**config.mk**
```make
export PLATFORM = sky130hd
export DESIGN_NAME = irq_gather_ctrl
export DESIGN_NICKNAME = d
export VERILOG_FILES = /design/src/rtl/irq_pkg.sv /design/src/rtl/irq_edge_capture.sv /design/src/rtl/irq_reg_decode.sv /design/src/rtl/irq_combine.sv /design/src/rtl/irq_gather_ctrl.sv
export SDC_FILE = /design/constraint.sdc
export NUM_CORES = 1
export LEC_CHECK = 0
export CAP_MARGIN = 20
export CORE_ASPECT_RATIO = 1.25
export CORE_MARGIN = 10
export CORE_UTILIZATION = 60
export CTS_BUF_LIST = sky130_fd_sc_hd__clkbuf_8
export DETAILED_ROUTE_END_ITERATION = 7
export DONT_BUFFER_PORTS = 1
export GPL_ROUTABILITY_DRIVEN = 0
export PLACE_DENSITY = 0.74
export SLEW_MARGIN = 20
export SYNTH_ARGS = -nofsm -noshare
export SYNTH_HDL_FRONTEND = slang
export SYNTH_HIERARCHICAL = 1
export SYNTH_SLANG_ARGS = --single-unit
export TNS_END_PERCENT = 1
```
**constraint.sdc**
```tcl
create_clock -name clk -period 5.7 [get_ports clk]
set_input_delay 0.855 -clock clk [delete_from_list [all_inputs] [get_ports clk]]
set_output_delay 0.855 -clock clk [all_outputs]
set_load 0.005 [all_outputs]
```
**src/rtl/irq_pkg.sv**
```systemverilog
package irq_pkg;
   localparam int NUM_SOURCES = 11;

   localparam int SRC_VBLANK   = 0;
   localparam int SRC_GRAPHICS = 1;
   localparam int SRC_OPTICAL  = 2;
   localparam int SRC_DMA      = 3;
   localparam int SRC_TIMER0   = 4;
   localparam int SRC_TIMER1   = 5;
   localparam int SRC_TIMER2   = 6;
   localparam int SRC_PERIPH   = 7;
   localparam int SRC_SERIAL   = 8;
   localparam int SRC_SOUND    = 9;
   localparam int SRC_PARALLEL = 10;

   typedef enum logic [1:0] {
      SZ_BYTE = 2'd0,
      SZ_HALF = 2'd1,
      SZ_WORD = 2'd2,
      SZ_RSVD = 2'd3
   } acc_size_e;
endpackage

```
**src/rtl/irq_edge_capture.sv**
```systemverilog
module irq_edge_capture #(
   parameter int SRC_W = 11
) (
   input  logic             clk,
   input  logic             rst,
   input  logic [SRC_W-1:0] req,
   output logic [SRC_W-1:0] rise
);
   for (genvar k = 0; k < SRC_W; k++) begin : g_src
      logic prev_q;
      always_ff @(posedge clk) begin
         if (rst) prev_q <= 1'b0;
         else     prev_q <= req[k];
      end
      assign rise[k] = req[k] & ~prev_q;
   end
endmodule

```
**src/rtl/irq_reg_decode.sv**
```systemverilog
module irq_reg_decode
   import irq_pkg::*;
#(
   parameter int ADDR_W   = 4,
   parameter int HALF_W   = 16,
   parameter int SRC_W    = 11,
   parameter int STAT_OFS = 0,
   parameter int MASK_OFS = 4
) (
   input  logic                sel,
   input  logic                we,
   input  logic [1:0]          size,
   input  logic [ADDR_W-1:0]   addr,
   input  logic [2*HALF_W-1:0] wdata,
   input  logic [SRC_W-1:0]    stat_rd,
   input  logic [SRC_W-1:0]    mask_rd,
   output logic                stat_we,
   output logic [SRC_W-1:0]    stat_wd,
   output logic                mask_we,
   output logic [SRC_W-1:0]    mask_wd,
   output logic [2*HALF_W-1:0] rdata
);
   localparam int IDX_W = ADDR_W - 1;
   localparam logic [IDX_W-1:0] STAT_IDX = IDX_W'(STAT_OFS / 2);
   localparam logic [IDX_W-1:0] MASK_IDX = IDX_W'(MASK_OFS / 2);

   acc_size_e sz;
   logic      is_word;
   logic      half_ok;
   logic [1:0] st_hit;
   logic [1:0] mk_hit;
   logic [SRC_W-1:0] lane_src [2];

   logic unused_addr_lsb;
   logic unused_wdata;
   assign unused_addr_lsb = addr[0];
   assign unused_wdata    = ^wdata;

   assign sz      = acc_size_e'(size);
   assign is_word = (sz == SZ_WORD);
   assign half_ok = sel && ((sz == SZ_HALF) || is_word);

   for (genvar l = 0; l < 2; l++) begin : g_lane
      logic             on;
      logic [IDX_W-1:0] idx;
      logic [HALF_W-1:0] rd;
      assign on  = half_ok && ((l == 0) || is_word);
      assign idx = (is_word || (l == 1)) ? {addr[ADDR_W-1:2], 1'(l)} : addr[ADDR_W-1:1];
      assign st_hit[l]   = on && (idx == STAT_IDX);
      assign mk_hit[l]   = on && (idx == MASK_IDX);
      assign lane_src[l] = wdata[l*HALF_W +: SRC_W];
      always_comb begin
         rd = '0;
         if (!we && st_hit[l])      rd = HALF_W'(stat_rd);
         else if (!we && mk_hit[l]) rd = HALF_W'(mask_rd);
      end
      assign rdata[l*HALF_W +: HALF_W] = rd;
   end

   always_comb begin
      stat_wd = '0;
      mask_wd = '0;
      for (int l = 0; l < 2; l++) begin
         if (st_hit[l]) stat_wd = stat_wd | lane_src[l];
         if (mk_hit[l]) mask_wd = mask_wd | lane_src[l];
      end
   end

   assign stat_we = we && (|st_hit);
   assign mask_we = we && (|mk_hit);
endmodule

```
**src/rtl/irq_combine.sv**
```systemverilog
module irq_combine #(
   parameter int SRC_W   = 11,
   parameter bit REG_OUT = 1'b0
) (
   input  logic             clk,
   input  logic             rst,
   input  logic [SRC_W-1:0] stat,
   input  logic [SRC_W-1:0] mask,
   output logic             irq
);
   logic any_live;
   assign any_live = |(stat & mask);

   if (REG_OUT) begin : g_reg
      logic irq_q;
      always_ff @(posedge clk) begin
         if (rst) irq_q <= 1'b0;
         else     irq_q <= any_live;
      end
      assign irq = irq_q;
   end else begin : g_comb
      logic unused_clk_rst;
      assign unused_clk_rst = clk ^ rst;
      assign irq = any_live;
   end
endmodule

```
**src/rtl/irq_gather_ctrl.sv**
```systemverilog
module irq_gather_ctrl
   import irq_pkg::*;
#(
   parameter int ADDR_W   = 4,
   parameter int HALF_W   = 16,
   parameter int SRC_W    = NUM_SOURCES,
   parameter int STAT_OFS = 0,
   parameter int MASK_OFS = 4,
   parameter bit REG_OUT  = 1'b0
) (
   input  logic                clk,
   input  logic                rst,
   input  logic [SRC_W-1:0]    req_i,
   input  logic                bus_sel,
   input  logic                bus_we,
   input  logic [1:0]          bus_size,
   input  logic [ADDR_W-1:0]   bus_addr,
   input  logic [2*HALF_W-1:0] bus_wdata,
   output logic [2*HALF_W-1:0] bus_rdata,
   output logic                irq_o
);
   if (SRC_W > HALF_W) begin : g_chk_width
      $error("irq_gather_ctrl: SRC_W must fit in one half-word");
   end
   if (ADDR_W < 3) begin : g_chk_addr
      $error("irq_gather_ctrl: ADDR_W must be at least 3");
   end
   if ((STAT_OFS % 4) != 0 || (MASK_OFS % 4) != 0 || STAT_OFS == MASK_OFS) begin : g_chk_ofs
      $error("irq_gather_ctrl: register offsets must be distinct and word aligned");
   end

   logic [SRC_W-1:0] rise_w;
   logic [SRC_W-1:0] stat_q;
   logic [SRC_W-1:0] mask_q;
   logic             stat_we;
   logic [SRC_W-1:0] stat_wd;
   logic             mask_we;
   logic [SRC_W-1:0] mask_wd;
   logic [SRC_W-1:0] keep;

   irq_edge_capture #(.SRC_W(SRC_W)) u_edge (
      .clk  (clk),
      .rst  (rst),
      .req  (req_i),
      .rise (rise_w)
   );

   irq_reg_decode #(
      .ADDR_W   (ADDR_W),
      .HALF_W   (HALF_W),
      .SRC_W    (SRC_W),
      .STAT_OFS (STAT_OFS),
      .MASK_OFS (MASK_OFS)
   ) u_dec (
      .sel     (bus_sel),
      .we      (bus_we),
      .size    (bus_size),
      .addr    (bus_addr),
      .wdata   (bus_wdata),
      .stat_rd (stat_q),
      .mask_rd (mask_q),
      .stat_we (stat_we),
      .stat_wd (stat_wd),
      .mask_we (mask_we),
      .mask_wd (mask_wd),
      .rdata   (bus_rdata)
   );

   assign keep = stat_we ? stat_wd : '1;

   always_ff @(posedge clk) begin
      if (rst) begin
         stat_q <= '0;
         mask_q <= '0;
      end else begin
         stat_q <= (stat_q & keep) | rise_w;
         if (mask_we) mask_q <= mask_wd;
      end
   end

   irq_combine #(.SRC_W(SRC_W), .REG_OUT(REG_OUT)) u_comb (
      .clk  (clk),
      .rst  (rst),
      .stat (stat_q),
      .mask (mask_q),
      .irq  (irq_o)
   );
endmodule

```
==> out/summary.txt <==
total power per unit cell area: 221 mW/mm2
iteration count of the initial detailed-routing pass: 4
average footprint of a synthesized cell: 9.93 um2
Remaining Overflow, GRT: 0
root buffer cell: clkbuf_8
number of gates resized after CTS: 0
post-placement cell area: 0.00202 mm2
switching portion of total power: 0.264
Final TNS setup: 0 ps
DRC violations left: 0
number of failing setup endpoints in the final timing report: 0
Hold Vio Cnt, Final: 0
Post-Route Hold Slack: 505 ps
Crit Path Class: in2out
RSZ-0062 raised after global routing: no
average wire per standard cell: 18.9 um
number of buffers created by CTS: 5
Die Y-Extent: 87.8 um
critical path's largest stage delay: 500 ps
sequential fraction of the synthesis area: 0.300
total power: 469 uW
type of the worst min-delay path: reg2reg
IR drop worst, VDD: 0.165 mV
Final Routed Wirelength: 4740 um
DRT iter0 DRCs: 100
core region area: 0.00351 mm2
die width: 74.2 um
internal power: 345 uW
io pins: 86
count of final max-slew check failures: 0
pin count of the biggest net entering global routing: 36
worst-path cell chain: inv_1 > ha_1 > nand2b_4 > nor4_1
buffer levels on the longest clock path: 2
total of hold buffers inserted after clock tree synthesis: 0
number of register bits inferred by synthesis: 33
required arrival time at the worst endpoint: 4850 ps
number of levels the H-tree was split into: 2
Inserted Diodes: 0
post-layout min period: 2920 ps
Area Overhead vs Synth: -3.86%
TritonCTS clock tree: built
yosys synthesis warning count: 6
number of nets with antenna violations after detailed routing: 0
status: finished, final reports clean
endpoint kind of the worst setup timing path: primary output
Critical-path top delay cell: nor4_1
power share of the clock group: 0.339
Critical path origin: bus_size[0]
Post-Syn Instances: 222
reg-to-reg critical path endpoint: stat_q[8]
largest driver fanout on the critical path: 35
net switching power: 124 uW
# nets final: 265
count of unique library cells instantiated by Yosys: 27
vias after detailed routing: 1,490
synthesized cell area: 0.00220 mm2
share of total power in sequential cells: 0.529
Layout fillers: 312
Final Util: 0.603
clock sinks: 33
clock edge transition at the registers on the reported setup and hold paths: 60 ps
share of post-route cells with drive strength above 1: 0.259
Min-Delay Endpoint: stat_q[9]
row count: 24
relative slew slack: 0.358
Port Buf Inserts: 0
dpl hpwl: 3510 um
beginning of the worst hold path: stat_q[9]
worst-margin pin slew: 956 ps
number of global-route vias before repair: 1,496
global router's overall resource usage: 0.149
Clock Skews: 3.76 ps
final cycle utilization of the critical path: 0.512
antenna violations before repair: 0
Die Footprint: 0.00651 mm2
Avg Vias per Cell: 5.94
startpoint of the lowest-slack register-to-register path: u_edge/g_src[8].prev_q
hold path depth: 2
register-to-register path setup slack: 4890 ps
Skew-Pair Late Insertion Delay: 280 ps
Layout Cell Area excl Fill: 0.00212 mm2
power share of the combinational group: 0.132
cell leakage power: 0.000713 uW
max frequency: 0.343 GHz
path depth of the worst reg2reg path: 3
max-cap violations: 0
data arrival time of the worst path: 2060 ps
buffers inserted by post-CTS timing repair: 0
wire length of the first global-routing pass: 7700 um
initial standard-cell utilization of the core: 0.627
Worst setup SP type: input pin
==> worst max path at each step <==
stage,cells after the start,end
global route,4,bus_rdata[10]
finish,4,bus_rdata[10]
CTS,4,bus_rdata[10]
global placement,4,bus_rdata[10]
floorplan,6,bus_rdata[4]
detailed placement,4,bus_rdata[10]
==> logic make-up after synthesis <==
group	synth area share
and+or+nand+nor	0.420
buffers and inverters	0.150
DFF	0.300
muxes	0.0999
AOI/OAI and AO/OA	0.0221
adders and majority gates	0.00568
other	0.00170
==> power by group through the flow <==
stage	Sequential [uW]	Clock [uW]	Combinational, uW
detailed placement	253	0	58.6
global route	249	177	68.4
CTS	248	164	59.0
finish	248	159	61.9
floorplan	251	0	79.1
global placement	252	0	56.5
==> critical path: cells and delay by family <==
family / cells / cell delay [ps]
fa+ha+maj: 1 / 270
buf+inv: 1 / 20
simple gates: 2 / 900
==> cells in the mapped netlist <==
master	n	area, um2
nor4_2	34	425
a221oi_2	1	15.0
dfxtp_1	33	661
nand2b_4	1	13.8
mux2i_1	22	220
nor3b_1	11	82.6
nor2b_1	13	81.3
conb_1	1	3.75
buf_4	25	188
inv_1	1	3.75
nand2_1	1	3.75
a22oi_1	2	15.0
clkbuf_1	1	3.75
inv_2	1	3.75
nor4_1	1	6.26
buf_6	10	113
buf_2	3	15.0
a22o_1	1	8.76
clkbuf_2	1	5.00
nand2b_1	12	75.1
and3_1	1	6.26
nor2_1	22	82.6
nor3_1	11	55.1
or2_1	1	6.26
ha_1	1	12.5
a222oi_1	1	10.0
nor2b_2	10	87.6
==> area by class of cell <==
type,instances,area [um2],area share
Clock buffer,5,68.8,0.0325
Clock inverter,3,11.3,0.00532
Inverter,2,7.51,0.00354
Multi-Input combinational cell,167,1290,0.611
Sequential cell,33,661,0.312
Tap cell,39,48.8,0.0230
Timing Repair Buffer,2,27.5,0.0130
==> per-layer routing <==
metal,vias to the layer above,global-route usage,part of all wire
met1,706,0.171,0.38
met2,62,0.235,0.49
met4,0,0.0611,0.0097
met3,7,0.0680,0.12
li1,715,-,-
met5,-,0,0
==> registers in the layout, indices dropped and copies added (netlist names) <==
register             flops
mask_q                  11
stat_q                  11
u_edge/g_src.prev_q     11
==> per-stage QoR <==
step	setup WS, ps	instances
after floorplan	3010	242
after global placement	2680	242
after detailed placement	2630	242
after CTS	2620	250
after global routing	2700	251
final	2780	251
==> cells in the final DEF, fill, tap and decap left out, types with 2 or more instances in the layout <==
cell,instances
nor3_1,11
a22oi_1,2
inv_1,4
mux2i_1,22
nor2b_2,10
conb_1,21
nor2_1,22
nor2b_1,12
clkbuf_8,5
nand2b_1,12
dfxtp_1,33
nor4_2,34
nor3b_1,11
Note: power is estimated with default switching activity, not from simulation.
